<file path="config.mk">
export PLATFORM = sky130hd
export DESIGN_NAME = latched_addr_ram
export DESIGN_NICKNAME = d
export VERILOG_FILES = /design/src/rtl/lar_pkg.sv /design/src/rtl/lar_addr_reg.sv /design/src/rtl/lar_word_array.sv /design/src/rtl/latched_addr_ram.sv
export SDC_FILE = /design/constraint.sdc
export NUM_CORES = 1
export LEC_CHECK = 0
export ABC_AREA = 1
export ABC_CLOCK_PERIOD_IN_PS = 2200
export BUFFER_PORTS_ARGS = -buffer_cell sky130_fd_sc_hd__buf_2
export CELL_PAD_IN_SITES_DETAIL_PLACEMENT = 1
export CELL_PAD_IN_SITES_GLOBAL_PLACEMENT = 1
export CORE_ASPECT_RATIO = 1.2
export CORE_UTILIZATION = 50
export DETAILED_ROUTE_END_ITERATION = 10
export PLACE_DENSITY = 0.85
export SLEW_MARGIN = 20
export SYNTH_ARGS = -nofsm -noshare
export SYNTH_HDL_FRONTEND = slang
export SYNTH_SLANG_ARGS = --single-unit
export TNS_END_PERCENT = 30
</file>
<file path="constraint.sdc">
create_clock -name clk_i -period 2.2 [get_ports clk_i]
set_input_delay 0.33 -clock clk_i [delete_from_list [all_inputs] [get_ports clk_i]]
set_output_delay 0.33 -clock clk_i [all_outputs]
set_load 0.02 [all_outputs]
</file>
<file path="src/rtl/lar_pkg.sv">
package lar_pkg;
  localparam int unsigned DEF_WORDS = 16;
  localparam int unsigned DEF_WIDTH = 4;
endpackage

</file>
<file path="src/rtl/lar_addr_reg.sv">
module lar_addr_reg #(
  parameter int unsigned AW = 4
) (
  input  logic          clk_i,
  input  logic          ld_i,
  input  logic [AW-1:0] addr_i,
  output logic [AW-1:0] addr_o
);
  logic [AW-1:0] addr_q;

  // intentionally no reset
  always_ff @(posedge clk_i) begin
    if (ld_i) addr_q <= addr_i;
  end

  assign addr_o = addr_q;
endmodule

</file>
<file path="src/rtl/lar_word_array.sv">
module lar_word_array #(
  parameter int unsigned WORDS = 16,
  parameter int unsigned WIDTH = 4,
  parameter int unsigned AW    = $clog2(WORDS)
) (
  input  logic             clk_i,
  input  logic             we_i,
  input  logic [AW-1:0]    sel_i,
  input  logic [WIDTH-1:0] wdata_i,
  output logic [WIDTH-1:0] rdata_o
);
  logic [WIDTH-1:0] mem_q [WORDS];
  logic [WORDS-1:0] hit;

  for (genvar g = 0; g < WORDS; g++) begin : g_word
    assign hit[g] = (sel_i == AW'(g));
    always_ff @(posedge clk_i) begin
      if (we_i && hit[g]) mem_q[g] <= wdata_i;
    end
  end

  assign rdata_o = mem_q[sel_i];
endmodule

</file>
<file path="src/rtl/latched_addr_ram.sv">
module latched_addr_ram #(
  parameter int unsigned WORDS = lar_pkg::DEF_WORDS,
  parameter int unsigned WIDTH = lar_pkg::DEF_WIDTH,
  localparam int unsigned AW   = $clog2(WORDS)
) (
  input  logic             clk_i,
  input  logic [AW-1:0]    addr_i,
  input  logic             addr_we_i,
  input  logic [WIDTH-1:0] wdata_i,
  input  logic             we_i,
  output logic [WIDTH-1:0] rdata_o
);
  logic [AW-1:0] addr_q;

  lar_addr_reg #(.AW(AW)) u_addr (
    .clk_i  (clk_i),
    .ld_i   (addr_we_i),
    .addr_i (addr_i),
    .addr_o (addr_q)
  );

  // write uses pre-edge address, so a same-edge load targets the next access
  lar_word_array #(.WORDS(WORDS), .WIDTH(WIDTH), .AW(AW)) u_arr (
    .clk_i   (clk_i),
    .we_i    (we_i),
    .sel_i   (addr_q),
    .wdata_i (wdata_i),
    .rdata_o (rdata_o)
  );
endmodule

</file>
== After elaboration in Yosys (flattened, before gate mapping) ==
Memories as Yosys holds them, arrays and structs flattened. A register that Yosys moved wholly into a read port is not among the register bits.
Index checks and enable logic that the tools add are counted.

* Equality and inequality tests: 15
* Muxes and demuxes: 78
* Reduce and logical (&&, ||, !) cells: 32

{| class="wikitable"
|+ Operators with widths
! operator !! count
|-
| 4-bit 2-to-1 mux || 31
|-
| 4-bit OR reduction || 15
|-
| 1-bit 2-to-1 mux || 47
|-
| 4-bit equality test, second input constant || 8
|-
| 4-bit by 3-bit equality test with 1-bit output, second input constant || 4
|-
| 1-bit logical AND || 16
|-
| 4-bit by 2-bit equality test with 1-bit output, second input constant || 2
|-
| 4-bit by 1-bit equality test with 1-bit output, second input constant || 1
|-
| 4-bit logical NOT || 1
|}

* Flip-flop bits (word level): 4
* RAM bits: 64
* Input bits: 11
* Output and inout port bits: 4
* Word-level logic and storage cells: 127
* Memories: 1

{| class="wikitable"
|+ Memories
! name !! depth !! width !! read ports !! clocked after memory_dff !! write ports !! line !! RTL
|-
| u_arr.mem_q || 16 || 4 || 1 || 1 || 1 || lar_word_array.sv:12 || <nowiki>logic [WIDTH-1:0] mem_q [WORDS];</nowiki>
|}

== Depth between registers and ports, before layout ==
* Word-level depth: 20
* Gate-level depth with buffers: 9
* Mapped depth without buffers: 7

== By module ==
Synthesis repeated with hierarchy kept, for this count alone.

* Cells, all modules: 289
* Area total of the unflattened synthesis: 3005.4 um^2

{| class="wikitable"
|+ By module, submodules not included
! module !! times used !! cells each !! area each (um^2) !! sequential area each (um^2)
|-
| lar_word_array || 1 || 285 || 2885.3 || 1921.8
|-
| lar_addr_reg || 1 || 4 || 120.1 || 120.1
|}

== Worst setup path before layout ==
No wires, ideal clock.

* Path kind: reg2out
* Start point: register with a tool-made name
* End point: output rdata_o[1]
* Arrival time: 1003 ps
* Required time: 1870 ps
* Setup slack: 867 ps
* Cell stages (with the launch flop): 10
* Buffers on the path: 2
* Cell sequence: dfxtp_1 > buf_6 > inv_6 > buf_12 > nand2_2 > nand2_1 > nand2_1 > nand3_1 > nand3_1 > nand2_1

{| class="wikitable"
|+ RTL lines
! item !! line !! RTL
|-
| end, declared || latched_addr_ram.sv:11 || <nowiki>output logic [WIDTH-1:0] rdata_o</nowiki>
|}

==> results.md <==
- Syn nets: between 300 and 400
- Setup fix buffers added after clock tree synthesis: 0
- Cell type with the largest total area after synthesis: sky130_fd_sc_hd__edfxtp_1
- Number of CTS-inserted buffers: 9
- Startpoint kind of the worst setup timing path: register
- Filler Cell Count: 697
- Die Height: ~89 um
- Uppermost metal layer occupied by signal nets: met4
- Cells traversed along the worst timing path: buf_4, nand2_1, nand2_1, nand2_1, nand3_1, nand3_1, nand2_1, buf_2
- CTS hold repair buffers: 0
- Shortest clock period the worst path allows after layout: ~2.0 ns
- Number of synthesized register bits: a little over 70
- Initial core utilization: between 50% and 60%
- Data required time at the worst endpoint: 1.87 ns
- Number of sinks handled by clock tree synthesis: just over 70
- Maximum level of the CTS H-tree: 3
- DIE WIDTH: about 75 um
- Clock latency at the later pin of the worst-skew pair: ~0.35 ns
- Total length of routed wires: 6990 um
- Number of nets in the layout: about 330
- Ratio of total power to cell area: roughly 860 mW/mm^2
- Die ar.: about 0.0066 mm^2
- Final max-slew violation count: 0
- Number of buffer cells added on primary ports: 14
- Final-layout setup total negative slack: 0 ns
- Cell variety after synth: 14
- Post-synth top area share: 64.6%
- Average cell area after synthesis: between 10 and 15 um^2
- Element type at the critical path end: output port
- Result of the run: completed
- Largest cells by area after synthesis: sky130_fd_sc_hd__edfxtp_1, sky130_fd_sc_hd__nand2_1, sky130_fd_sc_hd__nand3_1
- Standard cell core area: just over 0.006 mm^2
- Switching portion of total power: 23.8%
- Synth Cell Area: between 0.003 and 0.004 mm^2
- Async S/R FF share, synth: 0%
- Setup skew after layout: between 0.006 and 0.007 ns
- Post-detailed-route via-to-cell ratio: 5.03
- Cell-internal power: between 2 and 2.5 mW
- Share of the clock period used by the worst path after layout: 90.8%
- Primary FF master, synth: sky130_fd_sc_hd__edfxtp_1
- Placed wire-length estimate: just under 5000 um
- Number of routed nets with antenna violations: 0
- Number of placement rows: 31
- Maximum clock frequency: about 500 MHz
- Number of detailed-routing iterations run before antenna repair: 4
- Cell with the most instances after synthesis: sky130_fd_sc_hd__nand2_1
- Met3 Wirelength: about 250 um
- Worst reg2reg startpoint: u_addr.addr_o[0]
- Worst path max stage delay: 0.43 ns
- List of most frequent post-synthesis cells: sky130_fd_sc_hd__nand2_1, sky130_fd_sc_hd__edfxtp_1, sky130_fd_sc_hd__inv_1
- Number of enable-type register cells in the synthesized netlist: 68
- Slowest library cell on the worst path: sky130_fd_sc_hd__dfxtp_2
- Post-synthesis cell count: about 300
- Sequential share of the synthesized area: between 60 and 70%
- Path type of the worst min-delay path: input pin to register
- Reg power frac: 52.1%
- Vias: about 2000
- TritonCTS clock tree: yes
- Number of antenna violations at the first check in global routing: 0
- Reported max-cap violation count: 0
- Unrepaired setup endpoints after global routing: false
- Most frequent CP cell: sky130_fd_sc_hd__nand2_1
- Slew @ Worst Pin: between 0.4 and 0.5 ns
- Worst-case clock buffer depth: 2
- Static leakage: 1.50 nW
- Switch Pwr: about 710 uW
- Number of setup violations in the final report: 0
- Number of design rule violations left after detail routing: 0
- Root Driver: sky130_fd_sc_hd__clkbuf_8
- Smallest hold slack: between 0.15 and 0.2 ns
- Fraction of layout cells with a size suffix above 1: 15.0%
- M1 wire length: 2950 um
- Final-report hold violation count: 0
- Number of top-level pins: 15
- Relative contribution of the clock network to total power: 38.5%
- Total routing resource utilization after global routing: between 20% and 30%
- Comb power frac: about a tenth
- Average routed wire per standard cell: roughly 17 um
- Iteration-0 DRC count of the detailed router: about 120
- Residual overflow from global routing: 0
- Largest fanout of any net on the critical path: 20
- Worst max-slew margin expressed relative to the limit: slightly above 70%
- Met2 Wirelength: between 3000 and 4000 um
- Critical path start-end classification: register to output port
- Maximum number of pins on one net before global-route repair: 33
- Launch instance of the worst min-delay path: addr_i[3]
- Data arrival time of the critical path: 1.67 ns
- Area Overhead vs Synth: 10.3%
- Register clock-pin slew on the reported worst setup and hold paths: 0.08 ns
- Final design utilization: 57.6%
- Via count of the first global-routing pass: between 2000 and 2500
- Total of warnings raised by yosys: 0
- Global-route wire length before repair: 10900 um
- Diode insertion count for antenna repair: 0
- Placer congestion estimate: between 0.8 and 0.9
- Max rail drop VDD: about 0.77 mV
-- per-layer routing --
layer	GRT usage (%)	vias up
met3	6.43	12
li1	-	1011
met5	0	-
met1	29.0	991
met4	11.1	0
met2	40.4	45
-- through the flow --
step | std cells | instance area [um^2] | power (mW) | setup slack (ns)
6_report | 409 | 3480 | 2.99 | 0.203
5_1_grt | 409 | 3480 | 3.08 | 0.0685
4_1_cts | 409 | 3480 | 3.01 | 0.0569
3_5_place_dp | 393 | 3260 | 1.87 | 0.457
3_3_place_gp | 393 | 3260 | 1.85 | 0.498
2_1_floorplan | 303 | 3160 | 1.78 | 0.867
-- cells in the final DEF (no fill, tap or decap) --
cell	Yosys	layout
sky130_fd_sc_hd__nand2_2	10	10
sky130_fd_sc_hd__dfxtp_1	4	2
sky130_fd_sc_hd__inv_6	1	1
sky130_fd_sc_hd__o21ai_0	4	4
sky130_fd_sc_hd__clkbuf_8	0	10
sky130_fd_sc_hd__nand3_1	52	52
sky130_fd_sc_hd__inv_4	1	1
sky130_fd_sc_hd__clkinv_2	0	3
sky130_fd_sc_hd__nor2_1	16	16
sky130_fd_sc_hd__inv_1	54	54
sky130_fd_sc_hd__clkinvlp_4	0	1
sky130_fd_sc_hd__nand2_1	82	82
sky130_fd_sc_hd__buf_2	2	14
sky130_fd_sc_hd__buf_4	3	5
sky130_fd_sc_hd__bufinv_16	0	2
sky130_fd_sc_hd__edfxtp_1	68	68
sky130_fd_sc_hd__dfxtp_2	0	2
-- registers in the layout (all words and copies together), names as in the netlist, named ones only --
signal	flops
u_arr.mem_q	64
u_addr.addr_o	4
-- cells by family after synthesis --
logic type	Yosys count	synth area share (%)
and+or+nand+nor	160	21.9
DFF	72	67.2
buffers and inverters	67	10.3
AOI/OAI and AO/OA	4	0.634
-- final timing paths --
kind,end,slack [ns],cells after the start
setup / recovery,rdata_o[1],0.20,8
hold / removal,u_addr.addr_o[3],0.17,1
setup reg to reg,u_arr.mem_q[8][2],0.75,3
hold reg to reg,register,0.63,2
-- what timing repair did --
| action | 4_1_cts | 5_1_grt |
|---|---|---|
| resized for setup | 0 | 2 |
| endpoints found under the setup margin | 0 | 4 |
| hold endpoints to repair | 0 | 0 |
-- worst max-delay path: cells and delay by family, from the launching register on --
kind	cells	cell delay, ns
flops	1	0.43
simple gates	6	0.46
buf+inv	2	0.42
-- power by group through the flow --
stage	combinational (mW)	sequential [mW]	clock, mW
2_1_floorplan	0.206	1.57	0
3_3_place_gp	0.270	1.58	0
3_5_place_dp	0.282	1.59	0
4_1_cts	0.283	1.56	1.17
5_1_grt	0.313	1.56	1.21
6_report	0.279	1.56	1.15
-- cell type report --
cell class                      count  area (um^2)  area share [%]
Sequential cell                    72         2120            61.0
Multi-Input combinational cell    164          711            20.4
Inverter                           56          218            6.25
Clock buffer                       10          138            3.95
Timing Repair Buffer               19          108            3.09
Tap cell                           82          103            2.95
Clock inverter                      6         82.6            2.37
(Power assumes the default switching activity.)
